**src/rtl/ds3_cx_pkg.sv**
```systemverilog
package ds3_cx_pkg;
    localparam int NSUB   = 7;
    localparam int CPER   = 3;
    localparam int NCB    = NSUB * CPER;
    localparam int SUBW   = $clog2(NSUB);
    localparam int IDXW   = $clog2(CPER);
    localparam int POSW   = $clog2(NCB);

    typedef struct packed {
        logic [NCB-1:0] c_val;
        logic [NCB-1:0] c_seen;
        logic [1:0]     x_cnt;
        logic [1:0]     x_ones;
        logic           open;
    } col_state_t;
endpackage

```
**src/rtl/cx_frame_collect.sv**
```systemverilog
module cx_frame_collect
    import ds3_cx_pkg::*;
(
    input  logic            clk,
    input  logic            rst_n,
    input  logic            rx_bit,
    input  logic            x_stb,
    input  logic            c_stb,
    input  logic [SUBW-1:0] c_sub,
    input  logic [IDXW-1:0] c_idx,
    input  logic            frm_start,
    output logic            frame_tick,
    output logic            fr_czero,
    output logic            fr_x0,
    output logic            fr_x1,
    output logic            fr_c1_one,
    output logic            fr_c1_zero,
    output logic [NSUB-1:0] fr_sub_diff,
    output logic [NSUB-1:0] fr_sub_same,
    output logic            ones_pulse
);
    col_state_t st_d, st_q;
    logic [POSW-1:0] pos;
    logic            pos_ok;
    logic [POSW-1:0] base;

    assign pos    = POSW'(c_sub) * POSW'(CPER) + POSW'(c_idx);
    assign pos_ok = (int'(c_sub) < NSUB) && (int'(c_idx) < CPER);
    assign base   = POSW'(c_sub) * POSW'(CPER);

    always_comb begin
        st_d = st_q;
        if (frm_start) begin
            st_d.c_val  = '0;
            st_d.c_seen = '0;
            st_d.x_cnt  = '0;
            st_d.x_ones = '0;
            st_d.open   = 1'b1;
        end else begin
            if (c_stb && pos_ok) begin
                st_d.c_seen[pos] = 1'b1;
                st_d.c_val[pos]  = rx_bit;
            end
            if (x_stb && st_q.x_cnt != 2'd2) begin
                st_d.x_cnt  = st_q.x_cnt + 2'd1;
                st_d.x_ones = st_q.x_ones + {1'b0, rx_bit};
            end
        end
    end

    always_ff @(posedge clk or negedge rst_n) begin
        if (!rst_n) st_q <= '0;
        else        st_q <= st_d;
    end

    assign frame_tick = frm_start && st_q.open;
    assign fr_czero   = (&st_q.c_seen) && ~(|st_q.c_val);
    assign fr_x0      = (st_q.x_cnt == 2'd2) && (st_q.x_ones == 2'd0);
    assign fr_x1      = (st_q.x_cnt == 2'd2) && (st_q.x_ones == 2'd2);
    assign fr_c1_one  = st_q.c_seen[0] && st_q.c_val[0];
    assign fr_c1_zero = st_q.c_seen[0] && !st_q.c_val[0];

    for (genvar y = 0; y < NSUB; y++) begin : g_sub
        logic       all_seen;
        logic [2:0] v;
        assign all_seen = &st_q.c_seen[y*CPER +: CPER];
        assign v        = st_q.c_val[y*CPER +: CPER];
        assign fr_sub_diff[y] = all_seen && (v[0] == v[1]) && (v[2] != v[0]);
        assign fr_sub_same[y] = all_seen && (v[0] == v[1]) && (v[2] == v[0]);
    end

    assign ones_pulse = c_stb && pos_ok && !frm_start && (int'(c_idx) == CPER - 1)
                     && rx_bit
                     && st_q.c_seen[base] && st_q.c_val[base]
                     && st_q.c_seen[base + POSW'(1)] && st_q.c_val[base + POSW'(1)];

    a_r11_xcnt_range: assert property (@(posedge clk) disable iff (!rst_n)
        st_q.x_ones <= st_q.x_cnt);
endmodule

```
**src/rtl/cx_persist.sv**
```systemverilog
module cx_persist #(
    parameter int SET_N = 3,
    parameter int CLR_N = 3
) (
    input  logic clk,
    input  logic rst_n,
    input  logic frame_tick,
    input  logic set_cond,
    input  logic clr_cond,
    input  logic force_clr,
    output logic flag
);
    localparam int MAXN = (SET_N > CLR_N) ? SET_N : CLR_N;
    localparam int CW   = $clog2(MAXN + 1);

    typedef struct packed {
        logic          flag;
        logic [CW-1:0] run;
    } pst_t;

    pst_t          st_d, st_q;
    logic          cond;
    logic [CW-1:0] lim;
    logic [CW-1:0] nxt;

    always_comb begin
        st_d = st_q;
        cond = st_q.flag ? clr_cond : set_cond;
        lim  = st_q.flag ? CW'(CLR_N) : CW'(SET_N);
        nxt  = st_q.run + CW'(1);
        if (force_clr) begin
            st_d.flag = 1'b0;
            st_d.run  = '0;
        end else if (frame_tick) begin
            if (cond) begin
                if (nxt >= lim) begin
                    st_d.flag = !st_q.flag;
                    st_d.run  = '0;
                end else begin
                    st_d.run = nxt;
                end
            end else begin
                st_d.run = '0;
            end
        end
    end

    always_ff @(posedge clk or negedge rst_n) begin
        if (!rst_n) st_q <= '0;
        else        st_q <= st_d;
    end

    assign flag = st_q.flag;

    a_r11_flag_quiet: assert property (@(posedge clk) disable iff (!rst_n)
        !(frame_tick || force_clr) |=> $stable(flag));
    a_r11_run_bound: assert property (@(posedge clk) disable iff (!rst_n)
        int'(st_q.run) < MAXN);
    a_r10_force_clear: assert property (@(posedge clk) disable iff (!rst_n)
        force_clr |=> !flag);
endmodule

```
**src/rtl/ds3_cx_monitor.sv**
```systemverilog
module ds3_cx_monitor
    import ds3_cx_pkg::*;
#(
    parameter int CBZ_SET_FR = 3,
    parameter int RAI_SET_FR = 2,
    parameter int RAI_CLR_FR = 2,
    parameter int C1_SET_FR  = 8,
    parameter int C1_CLR_FR  = 3,
    parameter int LB_FR      = 5
) (
    input  logic            clk,
    input  logic            rst_n,
    input  logic            rx_bit,
    input  logic            x_stb,
    input  logic            c_stb,
    input  logic [2:0]      c_sub,
    input  logic [1:0]      c_idx,
    input  logic            frm_start,
    input  logic            mode_m23,
    output logic            cbz_det,
    output logic            rai_det,
    output logic            c1_det,
    output logic [6:0]      lb_det
);
    logic            frame_tick;
    logic            fr_czero, fr_x0, fr_x1, fr_c1_one, fr_c1_zero;
    logic [NSUB-1:0] fr_sub_diff, fr_sub_same;
    logic            ones_pulse;
    logic [NSUB-1:0] lb_flags;

    cx_frame_collect u_col (
        .clk(clk), .rst_n(rst_n), .rx_bit(rx_bit),
        .x_stb(x_stb), .c_stb(c_stb),
        .c_sub(c_sub[SUBW-1:0]), .c_idx(c_idx[IDXW-1:0]),
        .frm_start(frm_start), .frame_tick(frame_tick),
        .fr_czero(fr_czero), .fr_x0(fr_x0), .fr_x1(fr_x1),
        .fr_c1_one(fr_c1_one), .fr_c1_zero(fr_c1_zero),
        .fr_sub_diff(fr_sub_diff), .fr_sub_same(fr_sub_same),
        .ones_pulse(ones_pulse)
    );

    cx_persist #(.SET_N(CBZ_SET_FR), .CLR_N(1)) u_cbz (
        .clk(clk), .rst_n(rst_n), .frame_tick(frame_tick),
        .set_cond(fr_czero), .clr_cond(1'b0), .force_clr(ones_pulse),
        .flag(cbz_det)
    );

    cx_persist #(.SET_N(RAI_SET_FR), .CLR_N(RAI_CLR_FR)) u_rai (
        .clk(clk), .rst_n(rst_n), .frame_tick(frame_tick),
        .set_cond(fr_x0), .clr_cond(fr_x1), .force_clr(1'b0),
        .flag(rai_det)
    );

    cx_persist #(.SET_N(C1_SET_FR), .CLR_N(C1_CLR_FR)) u_c1 (
        .clk(clk), .rst_n(rst_n), .frame_tick(frame_tick),
        .set_cond(fr_c1_one), .clr_cond(fr_c1_zero), .force_clr(1'b0),
        .flag(c1_det)
    );

    for (genvar y = 0; y < NSUB; y++) begin : g_lb
        cx_persist #(.SET_N(LB_FR), .CLR_N(LB_FR)) u_lb (
            .clk(clk), .rst_n(rst_n), .frame_tick(frame_tick),
            .set_cond(fr_sub_diff[y]), .clr_cond(fr_sub_same[y]),
            .force_clr(!mode_m23), .flag(lb_flags[y])
        );
    end

    assign lb_det = lb_flags;

    // an all-ones subframe drops the all-zero flag on the next cycle
    a_r3_cbz_clear: assert property (@(posedge clk) disable iff (!rst_n)
        ones_pulse |=> !cbz_det);
    a_r2_cbz_rise_on_tick: assert property (@(posedge clk) disable iff (!rst_n)
        $rose(cbz_det) |-> $past(frame_tick));
    a_r6_c1_rise_on_tick: assert property (@(posedge clk) disable iff (!rst_n)
        $rose(c1_det) |-> $past(frame_tick));
    a_r4_rai_move_on_tick: assert property (@(posedge clk) disable iff (!rst_n)
        !$stable(rai_det) |-> $past(frame_tick));
    a_r10_lb_held: assert property (@(posedge clk) disable iff (!rst_n)
        !mode_m23 |=> lb_det == '0);
endmodule

```
**config.mk**
```make
export PLATFORM = sky130hd
export DESIGN_NAME = ds3_cx_monitor
export DESIGN_NICKNAME = d
export VERILOG_FILES = /design/src/rtl/ds3_cx_pkg.sv /design/src/rtl/cx_frame_collect.sv /design/src/rtl/cx_persist.sv /design/src/rtl/ds3_cx_monitor.sv
export SDC_FILE = /design/constraint.sdc
export NUM_CORES = 1
export LEC_CHECK = 0
export BUFFER_PORTS_ARGS = -buffer_cell sky130_fd_sc_hd__clkbuf_2
export CAP_MARGIN = 10
export CORE_MARGIN = 1
export CORE_UTILIZATION = 50
export DETAILED_ROUTE_END_ITERATION = 7
export PLACE_DENSITY = 0.67
export SKIP_LAST_GASP = 1
export SLEW_MARGIN = 40
export SYNTH_ARGS = -nofsm -noshare
export SYNTH_HDL_FRONTEND = slang
export SYNTH_HIERARCHICAL = 1
export SYNTH_SLANG_ARGS = --single-unit
```
**constraint.sdc**
```tcl
create_clock -name clk -period 2.3 [get_ports clk]
set_input_delay 0.23 -clock clk [delete_from_list [all_inputs] [get_ports clk]]
set_output_delay 0.23 -clock clk [all_outputs]
set_load 0.01 [all_outputs]
```
**After elaboration in Yosys (flattened, before gate mapping)**

Index checks and enable logic that the tools add are counted.

- Add/sub/neg operators: 14
- Multiplexer cells: 78
- Multipliers: 1
- Eq/ne operators: 40
- $lt $le $gt $ge: 16
- Reduce and logical (&&, ||, !) cells: 75
- Bitwise gates (word level): 2

Operators by type and width:

| operator | number |
|---|---|
| $mux 4 | 18 |
| $reduce_and 3->1 | 17 |
| $mux 3 | 16 |
| $mux 46 | 1 |
| $mux 42 | 1 |
| $logic_and 1x1->1 | 38 |
| $mux 1 | 31 |
| $ne 2x1->1 const B | 15 |
| $add 3x1->3 const B | 7 |
| $bwmux 21 | 1 |
| $ge 3x3->1 const B | 7 |
| $or 21x21->21 | 1 |
| $reduce_and 21->1 | 1 |
| $reduce_or 21->1 | 1 |
| $bmux 1 s5 | 4 |
| $lt 5x6->1 const B | 3 |
| $eq 1x1->1 | 14 |
| $logic_not 1->1 | 12 |
| $mux 2 | 5 |
| $reduce_bool 2->1 | 5 |
| $ne 1x1->1 | 7 |
| $add 2x1->2 const B | 3 |
| $eq 2x2->1 const B | 3 |
| $add 5x1->5 const B | 1 |
| other kinds (14) | 14 |

- Input bits: 12
- Flip-flop bits (word level): 86

**Depth between registers and ports, before layout**

- Word-level depth: 12
- Gate-level depth with buffers: 12

**Modules after synthesis**

The synthesis kept the hierarchy.

By module, submodules not included:

| module | instances | area each (um2) | cells each |
|---|---|---|---|
| cx_frame_collect | 1 | 3,269.4 | 359 |
| cx_persist (g_lb[0].u_lb ...) | 7 | 260.2 | 29 |
| cx_persist (u_c1) | 1 | 411.6 | 38 |
| cx_persist (u_cbz) | 1 | 158.9 | 16 |
| cx_persist (u_rai) | 1 | 153.9 | 14 |
| ds3_cx_monitor | 1 | 7.5 | 2 |

**Worst setup path before layout**

No wires, ideal clock.

- Path kind: input to register
- Start point: in c_sub[1]
- End point: reg u_col.st_q (netlist bit u_col/g_sub[4].v[0])
- Arrival: 2,716 ps
- Stages on the path: 11
- Buffers on the path: 2
- Slack: -548 ps
- Cells stage by stage: inv_1 ha_1 clkbuf_1 clkbuf_1 inv_1 fa_1 nand2b_1 nand3_1 a2111oi_4 mux2i_1 nor2_1

- Longest elaborated chain between the ends: 9

Ends and longest elaborated chain:

| element | line | text |
|---|---|---|
| from (decl) | ds3_cx_monitor.sv:16 | `input logic [2:0] c_sub,` |
| $mul 3x2->5 | cx_frame_collect.sv:27 | `assign pos = POSW'(c_sub) * POSW'(CPER) + POSW'(c_idx);` |
| $add 5x2->5 | cx_frame_collect.sv:27 |  |
| $lt 5x6->1 (not written as such) / $ge 5x1->1 (equally long branches) | cx_frame_collect.sv:42 | `st_d.c_val[pos] = rx_bit;` |
| $logic_and 1x1->1 (not written as such) | cx_frame_collect.sv:42 |  |
| $mux 1 (not written as such) | cx_frame_collect.sv:42 |  |
| $demux 1 s5 | -- |  |
| $bwmux 21 | cx_frame_collect.sv:42 |  |
| $mux 42 | cx_frame_collect.sv:40 | `if (c_stb && pos_ok) begin` |
| $mux 46 | cx_frame_collect.sv:33 | `if (frm_start) begin` |
| to (signal assigned) | cx_frame_collect.sv:53 | `else st_q <= st_d;` |
| to (decl) | cx_frame_collect.sv:22 | `col_state_t st_d, st_q;` |

Several ways; a longest one is shown, not always the timed one. The select of a mux whose other input is x is not followed.
A chain may end at the register's enable or synchronous reset.

**Worst setup path after layout**

- Start point: in c_sub[1]
- End point: reg u_cbz/st_q[0] in the netlist's numbering

- Longest elaborated chain between the ends: 11

Ends and longest elaborated chain:

| element | line | text |
|---|---|---|
| parallel branches: the longest is 9 deep, another holds $mul 3x2->5 | -- |  |
| $logic_and 1x1->1 (*) | cx_frame_collect.sv:75 | `&& st_q.c_seen[base + POSW'(1)] && st_q.c_val[base + POSW'(1)];` |
| via ones_pulse | ds3_cx_monitor.sv:28 | `logic ones_pulse;` |
| $mux 3 / $reduce_bool 2->1 (equally long branches) | -- |  |
| to (signal assigned) | cx_persist.sv:50 | `else st_q <= st_d;` |
| to (decl) | cx_persist.sv:21 | `pst_t st_d, st_q;` |

Mark *: on every way through the listed nets, which the timed path passes. The select of a mux whose other input is x is not followed.

==> results.md <==
* Worst Skew at 0.00419 ns
* Status: finished, violations left
* Ranking of synthesized cells by area: dfrtp_1, ha_1, nand2_1, mux2i_1, inv_1
* Syn Area/Cell at slightly above 9 um^2
* Grt ovf at 0
* Failing checks: setup timing
* # setup viols final at 1
* Sequential fraction of the synthesis area at 0.370
* Worst setup EP type: flop
* Post-Route WL at ~14000 um
* Pre-CTS setup slack at -0.462 ns
* Clk_lat worst skew at 0.33 ns
* Slowest cell on the critical path: fa_2
* Psw at around 0.00093 W
* Synth Area in Compound Gates at 0.134
* Routed Antenna Nets at 0
* Tot GR Track Use at 0.243
* Library cells used by synthesis at 67
* XOR/XNOR share of the synthesized area at 0.0331
* Post-Synth Simple-Gate Area at 0.262
* Critical R2R Capture: u_cbz/st_q[0]
* Tightest Pin Transition at between 0.7 and 0.8 ns
* Mux contribution to synthesized area at 0.0817
* Power density over the cells at a little over 500 nW/um^2
* Finished Layout Cells at 854
* Worst hold slack at 0.267 ns
* Die ar. at 12100 um^2
* Synth top area share at 0.370
* Int Pwr at ~0.0026 W
* Synth Area in Adders at 0.0735
* Largest net degree at the start of global routing at a little under 90
* Initial Utilization at 0.512
* Combinational Power Share at 0.177
* H-Tree Level Count at 3
* Vias in the first global route at around 4800
* Ys flop type: dfrtp_1
* N_diodes at 0
* Dpl hpwl at 10300 um
* YS warnings at 6
* Final GP Congestion at around 0.86
* Main combinational cell family by area after synthesis: simple AND/OR/NAND/NOR gates
* Critical Path Fanout Max at 4
* First-pass GRT wire length at 22500 um
* Timing startpoint of the critical path: c_sub[1]
* Max stage delay on crit path at 0.49 ns
* Placed cells at 835
* Hold Startpoint: x_stb
* Layout cells sized above 1 at 0.183
* Worst hold-check path type: input pin to flop
* Reg2Reg Launch Point: u_col/g_sub[1].v[0]
* DRT iter0 DRCs at approximately 280
* Nets@finish at 752
* CTS Buffer Depth at 2
* Die width at 110 um
* RSZ-0062 raised after global routing: yes
* Wire length per cell at between 15 and 20 um
* Worst path arrival time at about 2.5 ns
* Via-to-Cell Ratio at 5.69
* Crit path time final at ~2.3 ns
* Sw Share at 0.266
* Critical path class: input pin to flop
* Synthesized area at approximately 5800 um^2
* Async SR Flop Fraction at 1.00
* Startpoint types: input pin
* Worst EP required at ~2.5 ns
* R2R depth at 8
* Total power at 0.00348 W
* Number of synthesized flops with an enable pin at 0
* Maximum clock frequency at between 400 and 500 MHz
* Tcrit/Tclk final at 1.00
* Hold path endpoint: u_col/st_q[2]
* Final WS setup at -0.000931 ns
* Drt drc at 0
* Max cap viols at 0
* Clock root buffer: clkbuf_16
* Flops & latches, synth at 86
* R2r setup slk at approximately 0.2 ns
* Num CTS Buffers at 9
* Cell type with the largest total area after synthesis: dfrtp_1
* Fin. Hold Viols at 0
* Routed via count at between 4000 and 5000
* Io pins at 22
* Initial antenna violation count at 0
* Pins over their slew limit at 0
* P_leak at about 3.0 nW
* CTS tree: done
* Worst-path clk slew at roughly 0.060 ns
* Clock Power Share at 0.377
* Rows at 39
* VDD IR max at ~0.40 mV
* Area growth syn-to-layout at 18.8%
* Worst Hold Depth at 4
* Clock sinks at 86
* CP Cell Sequence: clkbuf_16, ha_4, inv_2, fa_2, nor3b_2, xnor2_1, a311o_1, or3_4, a311oi_4, nor2_1, nand2_1, o31ai_2
* Syn Inst Count at ~630
* Sequential Power Share at 0.446
* Rel. slew slack at 0.532
* Port Buffers at 21
* Drt pass-1 iters at 4
* Die H at approximately 110 um
* Core area at about 11000 um^2
## sequential cells by signal, indices dropped and copies added (netlist names)
signal	flops
u_c1/st_q	4
u_col/g_sub.v	21
u_rai/flag	1
g_lb.u_lb/flag	7
u_cbz/flag	1
u_rai/st_q	2
g_lb.u_lb/st_q	21
u_col/st_q	26
u_c1/flag	1
u_cbz/st_q	2
## placed cells by master (no fill, tap or decap), types with 18 or more instances in the layout
master / synthesis / final
dfrtp_1: 86 / 86
buf_4: 1 / 44
nor2_1: 39 / 39
mux2i_1: 25 / 25
ha_1: 31 / 28
inv_1: 54 / 51
clkbuf_2: 0 / 18
nand2b_1: 25 / 25
nand3_1: 33 / 32
nand2_1: 84 / 84
a21oi_1: 40 / 39
## power groups by stage
stage | Sequential, W | Combinational (W) | Clock (W)
after floorplan | 0.00158 | 0.000364 | 0
after global placement | 0.00158 | 0.000573 | 0
after detailed placement | 0.00158 | 0.000593 | 0
after CTS | 0.00155 | 0.000609 | 0.00136
after global routing | 0.00156 | 0.000671 | 0.00142
final | 0.00155 | 0.000616 | 0.00131
## layout make-up
cell class              instances  area (um^2)
clock buffers                  11          243
repair buffers                 70          561
well taps                     143          179
fillers                       977         4450
flip-flops and latches         86         2150
multi-input cells             486         3540
inverters                      54          218
clock inverters                 4         23.8
## routing by layer
layer | share of wire | vias to the layer above | global-route usage | wire length, um
li1 | - | 2371 | - | -
met1 | 0.42 | 2340 | 0.289 | 5750
met2 | 0.50 | 118 | 0.421 | 6710
met3 | 0.046 | 28 | 0.0439 | 629
met4 | 0.034 | 0 | 0.121 | 460
met5 | 0 | - | 0 | 0
## worst max-delay path by stage
stage / to / slack [ns] / depth (start not counted)
2_1_floorplan: u_cbz/st_q[0] / -0.11 / 11
3_3_place_gp: u_cbz/flag / -0.35 / 12
3_5_place_dp: u_cbz/flag / -0.46 / 12
4_1_cts: u_cbz/flag / -0.06 / 12
5_1_grt: u_cbz/st_q[1] / -0.16 / 12
6_report: u_cbz/st_q[0] / -0.0009 / 12
## worst max-delay path, delay by kind of cell
kind	cells	cell delay, ns
simple gates	4	0.74
fa+ha+maj	2	0.64
compound gates	3	0.62
buf+inv	2	0.18
xor+xnor	1	0.11
## cells by family after synthesis
kind of cell | Yosys count
simple gates | 278
compound gates | 104
flops | 86
buf+inv | 69
mux | 39
fa+ha+maj | 33
xor+xnor | 22
other cells | 1
## synthesized netlist by cell type (3+ instances only)
cell        n
mux4_2      6
nand3b_1    7
o2111ai_1   8
o22ai_1     3
inv_1      54
buf_2       3
dfrtp_1    86
nor3_1      7
xor2_1      4
nand2_1    84
nand4_1     7
nor2b_1    15
a2111oi_4   4
xnor2_1    18
and2b_1     8
nand3_1    33
mux2i_1    25
nor2_1     39
nand2b_1   25
or4b_1      7
mux2_2      7
ha_1       31
a21oi_1    40
nor3b_1    14
clkbuf_1   11
o21ai_0    14
nand4b_1    3
or3_1       5
o31ai_1    14
## per-stage QoR
stage / utilization / cell area, um^2 / setup TNS [ns]
after floorplan: - / 5990 / -0.514
after global placement: 0.576 / 6550 / -6.70
after detailed placement: 0.576 / 6550 / -8.84
after CTS: 0.606 / 6890 / -0.176
after global routing: 0.609 / 6920 / -0.450
final: 0.609 / 6920 / -0.000931
## timing repair
item / in CTS / in global routing
setup buffers: 2 / 1
pin swaps: 7 / 5
hold buffers: 1 / 0
gates resized for setup: 5 / 3
endpoints found under the hold margin: 86 / 0
endpoints found under the setup margin: 3 / 4
No activity file was read; power rests on OpenSTA's default activity.
